$ cat config.mk
export PLATFORM = sky130hd
export DESIGN_NAME = tlr_latch_readout
export DESIGN_NICKNAME = d
export VERILOG_FILES = /design/src/rtl/tlr_pkg.sv /design/src/rtl/tlr_downcnt.sv /design/src/rtl/tlr_cmd_dec.sv /design/src/rtl/tlr_chan_rd.sv /design/src/rtl/tlr_latch_readout.sv
export SDC_FILE = /design/constraint.sdc
export NUM_CORES = 1
export LEC_CHECK = 0
export ABC_AREA = 1
export BUFFER_PORTS_ARGS = -buffer_cell sky130_fd_sc_hd__buf_2
export CAP_MARGIN = 10
export CORE_ASPECT_RATIO = 0.75
export CORE_MARGIN = 2
export CORE_UTILIZATION = 55
export CTS_BUF_LIST = sky130_fd_sc_hd__clkbuf_2 sky130_fd_sc_hd__clkbuf_4 sky130_fd_sc_hd__clkbuf_8
export DETAILED_ROUTE_END_ITERATION = 12
export GPL_TIMING_DRIVEN = 0
export PLACE_DENSITY_LB_ADDON = 0.12
export RECOVER_POWER = 100
export SYNTH_ARGS = -nofsm -noshare
export SYNTH_HDL_FRONTEND = slang
export SYNTH_SLANG_ARGS = --single-unit
$ cat constraint.sdc
create_clock -name clk -period 4.8 [get_ports clk]
set_input_delay 0.96 -clock clk [delete_from_list [all_inputs] [get_ports clk]]
set_output_delay 0.96 -clock clk [all_outputs]
set_load 0.01 [all_outputs]
$ cat src/rtl/tlr_pkg.sv
package tlr_pkg;
  localparam int NCH = 3;
  localparam int CW = 16;
  localparam int BW = 8;
  localparam logic [7:0] DATA_BASE = 8'h40;
  localparam logic [7:0] CTRL_ADDR = 8'h43;
  localparam logic [7:0] GATE_ADDR = 8'h61;

  typedef enum logic [1:0] {
    ACC_LATCH = 2'b00,
    ACC_LO    = 2'b01,
    ACC_HI    = 2'b10,
    ACC_WORD  = 2'b11
  } acc_t;
endpackage

$ cat src/rtl/tlr_downcnt.sv
module tlr_downcnt #(
  parameter int CW = 16
) (
  input  logic          clk,
  input  logic          rst_n,
  input  logic          tick,
  input  logic          enable,
  output logic [CW-1:0] count
);
  always_ff @(posedge clk) begin
    if (!rst_n) count <= '0;
    else if (tick && enable) count <= count - 1'b1;
  end
endmodule

$ cat src/rtl/tlr_cmd_dec.sv
module tlr_cmd_dec
  import tlr_pkg::*;
#(
  parameter int N = NCH
) (
  input  logic         ctl_wr,
  input  logic [7:0]   wdata,
  output logic [N-1:0] latch_req,
  output logic [N-1:0] prog_req,
  output acc_t         new_acc,
  output logic         rbk_hit
);
  logic [1:0] sel;
  logic       is_latch;
  logic       rsv_clear;

  assign sel       = wdata[7:6];
  assign is_latch  = (wdata[5:4] == ACC_LATCH);
  assign rsv_clear = (wdata[3:0] == 4'h0);
  assign new_acc   = acc_t'(wdata[5:4]);
  assign rbk_hit   = ctl_wr && (sel == 2'b11);

  for (genvar i = 0; i < N; i++) begin : g_sel
    logic hit;
    assign hit          = ctl_wr && (sel == 2'(i));
    assign latch_req[i] = hit && is_latch && rsv_clear;
    assign prog_req[i]  = hit && !is_latch;
  end
endmodule

$ cat src/rtl/tlr_chan_rd.sv
module tlr_chan_rd
  import tlr_pkg::*;
#(
  parameter int CW = 16
) (
  input  logic          clk,
  input  logic          rst_n,
  input  logic [CW-1:0] count,
  input  logic          latch_req,
  input  logic          prog_req,
  input  acc_t          new_acc,
  input  logic          rd_req,
  output logic [7:0]    rd_byte,
  output logic          latched,
  output logic [CW-1:0] hold
);
  acc_t          acc;
  logic          ptr_hi;
  logic [CW-1:0] src;
  logic          hi_sel;
  logic          last_byte;

  assign src       = latched ? hold : count;
  assign hi_sel    = (acc == ACC_HI) || ((acc == ACC_WORD) && ptr_hi);
  assign rd_byte   = hi_sel ? src[CW-1 -: 8] : src[7:0];
  assign last_byte = (acc != ACC_WORD) || ptr_hi;

  always_ff @(posedge clk) begin
    if (!rst_n) begin
      acc     <= ACC_WORD;
      ptr_hi  <= 1'b0;
      latched <= 1'b0;
      hold    <= '0;
    end else if (prog_req) begin
      acc     <= new_acc;
      ptr_hi  <= 1'b0;
      latched <= 1'b0;
    end else begin
      if (rd_req) begin
        if (acc == ACC_WORD) ptr_hi <= ~ptr_hi;
        if (last_byte) latched <= 1'b0;
      end
      if (latch_req && !latched) begin
        hold    <= count;
        latched <= 1'b1;
      end
    end
  end
endmodule

$ cat src/rtl/tlr_latch_readout.sv
module tlr_latch_readout
  import tlr_pkg::*;
(
  input  logic       clk,
  input  logic       rst_n,
  input  logic       cnt_tick,
  input  logic       req_valid,
  output logic       req_ready,
  input  logic       req_write,
  input  logic [7:0] req_addr,
  input  logic [7:0] req_wdata,
  output logic       rsp_valid,
  input  logic       rsp_ready,
  output logic [7:0] rsp_data,
  output logic       rbk_strobe,
  output logic [5:0] rbk_cmd
);
  logic                     take;
  logic                     rd_take;
  logic                     ctl_wr;
  logic                     gate_wr;
  logic                     gate2;
  logic [NCH-1:0]           latch_req;
  logic [NCH-1:0]           prog_req;
  logic [NCH-1:0]           rd_ch;
  logic [NCH-1:0]           ch_latched;
  logic [NCH-1:0][CW-1:0]   ch_hold;
  logic [NCH-1:0][CW-1:0]   cnt;
  logic [NCH-1:0][7:0]      ch_byte;
  acc_t                     new_acc;
  logic                     rbk_hit;
  logic [7:0]               rd_mux;

  assign req_ready = !rsp_valid;
  assign take      = req_valid && req_ready;
  assign rd_take   = take && !req_write;
  assign ctl_wr    = take && req_write && (req_addr == CTRL_ADDR);
  assign gate_wr   = take && req_write && (req_addr == GATE_ADDR);

  tlr_cmd_dec #(.N(NCH)) u_dec (
    .ctl_wr    (ctl_wr),
    .wdata     (req_wdata),
    .latch_req (latch_req),
    .prog_req  (prog_req),
    .new_acc   (new_acc),
    .rbk_hit   (rbk_hit)
  );

  for (genvar i = 0; i < NCH; i++) begin : g_ch
    logic en;
    if (i == 2) begin : g_gated
      assign en = gate2;
    end else begin : g_free
      assign en = 1'b1;
    end

    assign rd_ch[i] = rd_take && (req_addr == 8'(DATA_BASE + i));

    tlr_downcnt #(.CW(CW)) u_cnt (
      .clk    (clk),
      .rst_n  (rst_n),
      .tick   (cnt_tick),
      .enable (en),
      .count  (cnt[i])
    );

    tlr_chan_rd #(.CW(CW)) u_rd (
      .clk       (clk),
      .rst_n     (rst_n),
      .count     (cnt[i]),
      .latch_req (latch_req[i]),
      .prog_req  (prog_req[i]),
      .new_acc   (new_acc),
      .rd_req    (rd_ch[i]),
      .rd_byte   (ch_byte[i]),
      .latched   (ch_latched[i]),
      .hold      (ch_hold[i])
    );
  end

  always_comb begin
    rd_mux = 8'h00;
    if (req_addr == GATE_ADDR) rd_mux = {7'b0, gate2};
    for (int i = 0; i < NCH; i++) begin
      if (req_addr == 8'(DATA_BASE + i)) rd_mux = ch_byte[i];
    end
  end

  always_ff @(posedge clk) begin
    if (!rst_n) begin
      rsp_valid <= 1'b0;
      rsp_data  <= 8'h00;
    end else if (rd_take) begin
      rsp_valid <= 1'b1;
      rsp_data  <= rd_mux;
    end else if (rsp_ready) begin
      rsp_valid <= 1'b0;
    end
  end

  always_ff @(posedge clk) begin
    if (!rst_n) gate2 <= 1'b1;
    else if (gate_wr) gate2 <= req_wdata[0];
  end

  always_ff @(posedge clk) begin
    if (!rst_n) begin
      rbk_strobe <= 1'b0;
      rbk_cmd    <= 6'h00;
    end else begin
      rbk_strobe <= rbk_hit;
      if (rbk_hit) rbk_cmd <= req_wdata[5:0];
    end
  end
endmodule

# Yosys cells after proc, flatten, opt, wreduce, memory -nomap -nowiden
# Cells that the tools add are included.
[op_classes]
n_addsub = 3
multipliers = 0
div = 0
n_lt_le_gt_ge = 0
n_eq_ne = 17
shift = 0
muxes = 21
n_bitwise = 7
reduce_logical = 62
[ops]
columns = ["operator", "count"]
rows = [
  ["$mux W16", 3],
  ["$mux W8", 6],
  ["$sub A16 B1 Y16 const B", 3],
  ["$eq A8 B7 Y1 const B", 5],
  ["$logic_and A1 B1 Y1", 28],
  ["$reduce_and A2 Y1", 9],
  ["$eq A2 B2 Y1 const B", 8],
  ["$reduce_bool A2 Y1", 7],
  ["$mux W1", 12],
  ["$not A1 Y1", 7],
  ["$logic_not A1 Y1", 6],
  ["$logic_or A1 B1 Y1", 6],
  ["$ne A2 B2 Y1 const B", 3],
  ["$reduce_or A2 Y1", 3],
  ["$logic_not A2 Y1", 2],
  ["$logic_not A4 Y1", 1],
  ["$eq A2 B1 Y1 const B", 1],
]
[totals]
ff_bits = 125
latchBits = 0
ram_bits = 0
rom_bits = 0
inputBits = 22
output_inout_bits = 17
mem_count = 0

# Depth between registers and ports, before layout
[logic_depth]
word_depth = 10
depth_mapped = 10
ltp_nobuf = 10

# By module
# From an unflattened synthesis, not the netlist that was laid out.
[unflattened]
cells_unflattened = 1040
area_unflattened_um2 = 6957.9
[modules_own_cells]
columns = ["module", "n_inst", "cells_per_inst", "area_per_inst_um2", "seq_area_each_um2"]
rows = [
  ["tlr_chan_rd", 3, 152, 1016.0, 400.4],
  ["tlr_downcnt", 3, 135, 914.6, 320.3],
  ["tlr_latch_readout", 1, 160, 1072.3, 340.3],
  ["tlr_cmd_dec", 1, 19, 93.8, 0.0],
]

# Least setup slack after synthesis
# OpenSTA, ideal clock, no wires.
[synth_timing]
kind = "input-to-reg"
startpoint = "input req_addr[2]"
endpoint = "register g_ch[0].u_rd.hold[10]"
t_arrival_ps = 1938
path_slack_ps = 2749
path_stages = 9
n_path_buf = 1
cell_sequence = "inv_1 nand2_1 nor2_4 nand3_1 nor2_2 buf_6 nand4_1 nand2_1 nor2_1"
[synth_between]
elab_chain_len = 7
word_cells_on_any_way = 9
[synth_lines]
columns = ["element", "line_no", "rtl"]
rows = [
  ["from (decl)", "tlr_latch_readout.sv:10", "input logic [7:0] req_addr,"],
  ["$eq A8 B7 Y1 *", "tlr_latch_readout.sv:37", "assign ctl_wr = take && req_write && (req_addr == CTRL_ADDR);"],
  ["$logic_and A1 B1 Y1 *", "tlr_latch_readout.sv:37", ""],
  ["$logic_and A1 B1 Y1 *", "tlr_cmd_dec.sv:25", "assign hit = ctl_wr && (sel == 2'(i));"],
  ["$logic_and A1 B1 Y1 (2 in series)", "tlr_cmd_dec.sv:26", "assign latch_req[i] = hit && is_latch && rsv_clear;"],
  ["$logic_and A1 B1 Y1", "tlr_chan_rd.sv:43", "if (latch_req && !latched) begin"],
  ["$reduce_and A2 Y1 (no line) *", "-", ""],
  ["to (signal assigned)", "tlr_chan_rd.sv:44", "hold <= count;"],
  ["to (decl)", "tlr_chan_rd.sv:15", "output logic [CW-1:0] hold"],
]
# Every way passes the cells marked *; elsewhere a longest branch is shown, timed or not.
# A chain may end at the register's enable or synchronous reset.

# Worst setup path in the final report
[layout_timing]
startpoint = "input req_addr[2]"
endpoint = "register g_ch[0].u_rd.hold[15]"
# Same word-level chain as after synthesis.

==> Implementation_results.wiki <==
{| class="wikitable"
! Metric !! Value
|-
| Result of the run || finished, final reports clean
|-
| Data arrival, critical path || 2.98 ns
|-
| H-tree depth || 4
|-
| Via density per instance || 5.33
|-
| Area fraction of the dominant cell type after synthesis || 0.374
|-
| Via count of the first global-routing pass || 6061
|-
| Final hold viol count || 0
|-
| Horiz. Die Dim || 131 µm
|-
| Final max-slew violation count || 0
|-
| Area growth from synthesis to layout || 11.6%
|-
| Count of standard-cell rows || 34
|-
| FF+latch area || 0.00250 mm²
|-
| Total power per unit cell area || 362 mW/mm²
|-
| CORE AREA || 0.0117 mm²
|-
| Total area of multi-input combinational cells || 0.00358 mm²
|-
| Peak supply drop || 204 µV
|-
| Worst rel slew slack || 0.485
|-
| Number of setup buffers added after CTS || 0
|-
| Number of buffers added on ports || 35
|-
| Max Cap Violations || 0
|-
| Count of mapped cells out of synthesis || 1080
|-
| Iteration-0 DRC Markers || 833
|-
| Detailed-routing iteration count for the pre-antenna-repair pass || 6
|-
| Average footprint of a synthesized cell || 6.19 µm²
|-
| DIE AREA || 0.0131 mm²
|-
| Number of nets in the finished design || 1159
|-
| Setup_tns || 0 ns
|-
| Initial standard-cell utilization of the core || 0.569
|-
| Final weighted congestion in routability-driven placement || 0.941
|-
| Crit-path max FO || 10
|-
| Critical Path RT || 5.14 ns
|-
| Clock Sink Count || 125
|-
| Number of antenna violations at the first check in global routing || 0
|-
| Number of nets in the synthesized netlist || 1105
|-
| Deepest clock path buffer count || 2
|-
| Netlist area before placement || 0.00668 mm²
|-
| Most used cells in the layout excluding fill and tap cells || sky130_fd_sc_hd__nand2_1, sky130_fd_sc_hd__nor2_1, sky130_fd_sc_hd__dfxtp_1
|-
| Top-Level Pins || 39
|-
| Commonest non-fill, non-tap cell in the layout || sky130_fd_sc_hd__nand2_1
|-
| Worst-margin pin slew || 0.773 ns
|-
| Filler cell count in the final layout || 1151
|-
| Core occupancy in the finished layout || 0.635
|-
| Class of the worst hold path || flip-flop to flip-flop
|-
| Synth Warn # || 0
|-
| Post-synth top area cell || sky130_fd_sc_hd__dfxtp_1
|-
| CTS tree || built
|-
| Remaining DRCs || 0
|-
| Final Total Pwr || 2.70 mW
|-
| Setup violations, final || 0
|-
| Flop and latch count out of synthesis || 125
|-
| Clock buffers created by TritonCTS || 17
|-
| Synth top area cells || sky130_fd_sc_hd__dfxtp_1, sky130_fd_sc_hd__nand2_1, sky130_fd_sc_hd__nor2_1
|-
| Type of the setup path with the least slack || primary input to flip-flop
|-
| Antenna diode count || 0
|-
| Worst setup skew after layout || 0.0147 ns
|-
| Total routing usage reported by global routing || 0.296
|-
| Via total after detailed routing || 6974
|-
| Final Routed Wirelength || 18700 µm
|-
| DR WL/cell || 14.3 µm
|-
| Fraction of final layout cells with drive strength greater than 1 || 0.0602
|-
| First-pass GRT wire length || 30500 µm
|-
| RSZ-0062 raised after global routing || no
|-
| Sequential area share after synthesis || 0.374
|-
| Crit path capture type || flip-flop
|-
| Largest net degree at the start of global routing || 17
|-
| Clock transition at the register clock pins on the worst setup and hold paths after CTS || 0.08 ns
|-
| Cts repair resizes || 0
|-
| Hpwl dp || 13900 µm
|-
| Count of hold-fix buffers inserted at cts || 0
|-
| Launching element type of the critical path || primary input
|-
| Count of distinct cell types in the synthesized netlist || 30
|-
| Root cell of the clock tree || sky130_fd_sc_hd__clkbuf_8
|-
| Static Leak || 3.29 nW
|-
| F_max || 0.378 GHz
|-
| Final clock period utilization by the worst path || 0.551
|-
| Grt ovf || 0
|-
| Remaining number of nets flagged by the antenna check after routing || 0
|-
| Clock latency of the later-clocked register in the worst-skew pair || 0.45 ns
|-
| Tmin final || 2.64 ns
|-
| Floorplan die height || 99.5 µm
|}
-- synthesized netlist by cell type, drive strengths merged --
library cell	instances
xor2	4
clkbuf	23
ha	3
nand3b	2
nor2	237
nand4	45
o21ai	69
a211oi	5
o31ai	2
nand2	312
nor3b	1
inv	97
clkinv	3
o21a	10
buf	19
nor3	15
dfxtp	125
a31oi	1
nor4	3
a21oi	48
nand3	55
o211ai	1
-- area by class of cell --
type / count / area share
plain buffers: 42 / 0.0245
clock buffers: 18 / 0.0332
clock inverters: 14 / 0.0292
inverters: 100 / 0.0503
multi-input cells: 813 / 0.480
flip-flops and latches: 125 / 0.336
well taps: 162 / 0.0272
repair buffers: 35 / 0.0205
-- worst max-delay path, stage by stage --
cell	delay [ns]
sky130_fd_sc_hd__buf_2	0.10
sky130_fd_sc_hd__inv_1	0.04
sky130_fd_sc_hd__nand2_1	0.08
sky130_fd_sc_hd__nor2_1	0.29
sky130_fd_sc_hd__nand3_1	0.17
sky130_fd_sc_hd__nor2_1	0.56
sky130_fd_sc_hd__clkbuf_1	0.49
sky130_fd_sc_hd__nand4_1	0.15
sky130_fd_sc_hd__nand2_1	0.09
sky130_fd_sc_hd__nor2_1	0.05
-- power by group --
group / internal, mW / switching, mW / leakage, nW
Sequential: 1.09 / 0.0656 / 1.02
Clock: 0.633 / 0.458 / 0.225
Combinational: 0.146 / 0.310 / 2.05
Total: 1.87 / 0.833 / 3.29
-- worst paths after layout --
path                                         endpoint  depth (start not counted)                start  slack, ns
worst max-delay path            g_ch[0].u_rd.hold[15]                         10          req_addr[2]       2.16
worst min-delay path              g_ch[1].u_rd.ptr_hi                          2  g_ch[1].u_rd.ptr_hi       0.47
worst max register to register  g_ch[0].u_rd.hold[15]                          9            rsp_valid       2.59
worst min register to register    g_ch[1].u_rd.ptr_hi                          2  g_ch[1].u_rd.ptr_hi       0.47
-- flip-flops by register name, summed over array words and instances, names as in the netlist, 3 cells and up --
register / flops
rsp_data: 8
g_ch.u_rd.latched: 3
g_ch.u_cnt.count: 48
g_ch.u_rd.hold: 48
g_ch.u_rd.acc: 6
g_ch.u_rd.ptr_hi: 3
rbk_cmd: 6
-- through the flow --
stage	hold slack [ns]	cells	area, µm²	worst slack (ns)
after global placement	0.455	1277	7060	2.22
after global routing	0.489	1309	7460	1.95
after floorplan	0.437	1080	6680	2.75
final	0.470	1309	7460	2.16
after CTS	0.468	1309	7530	2.73
after detailed placement	0.456	1277	7060	2.25
-- routing by layer --
layer  vias to the layer above  global-route usage  share of wire
met1                      3082               0.462           0.50
met4                         0              0.0853          0.015
met2                       294               0.394           0.37
met5                         -                   0              0
li1                       3572                   -              -
met3                        26              0.0790           0.11
-- logic make-up (layout without fill, tap and decap cells) --
group,Yosys count,in the layout,synth area share
compound gates,136,136,0.109
flops,125,125,0.374
fa+ha+maj,3,3,0.00562
simple gates,670,670,0.420
xor+xnor,4,4,0.00524
buf+inv,142,209,0.0865
Note: power is estimated with default switching activity, not from simulation.
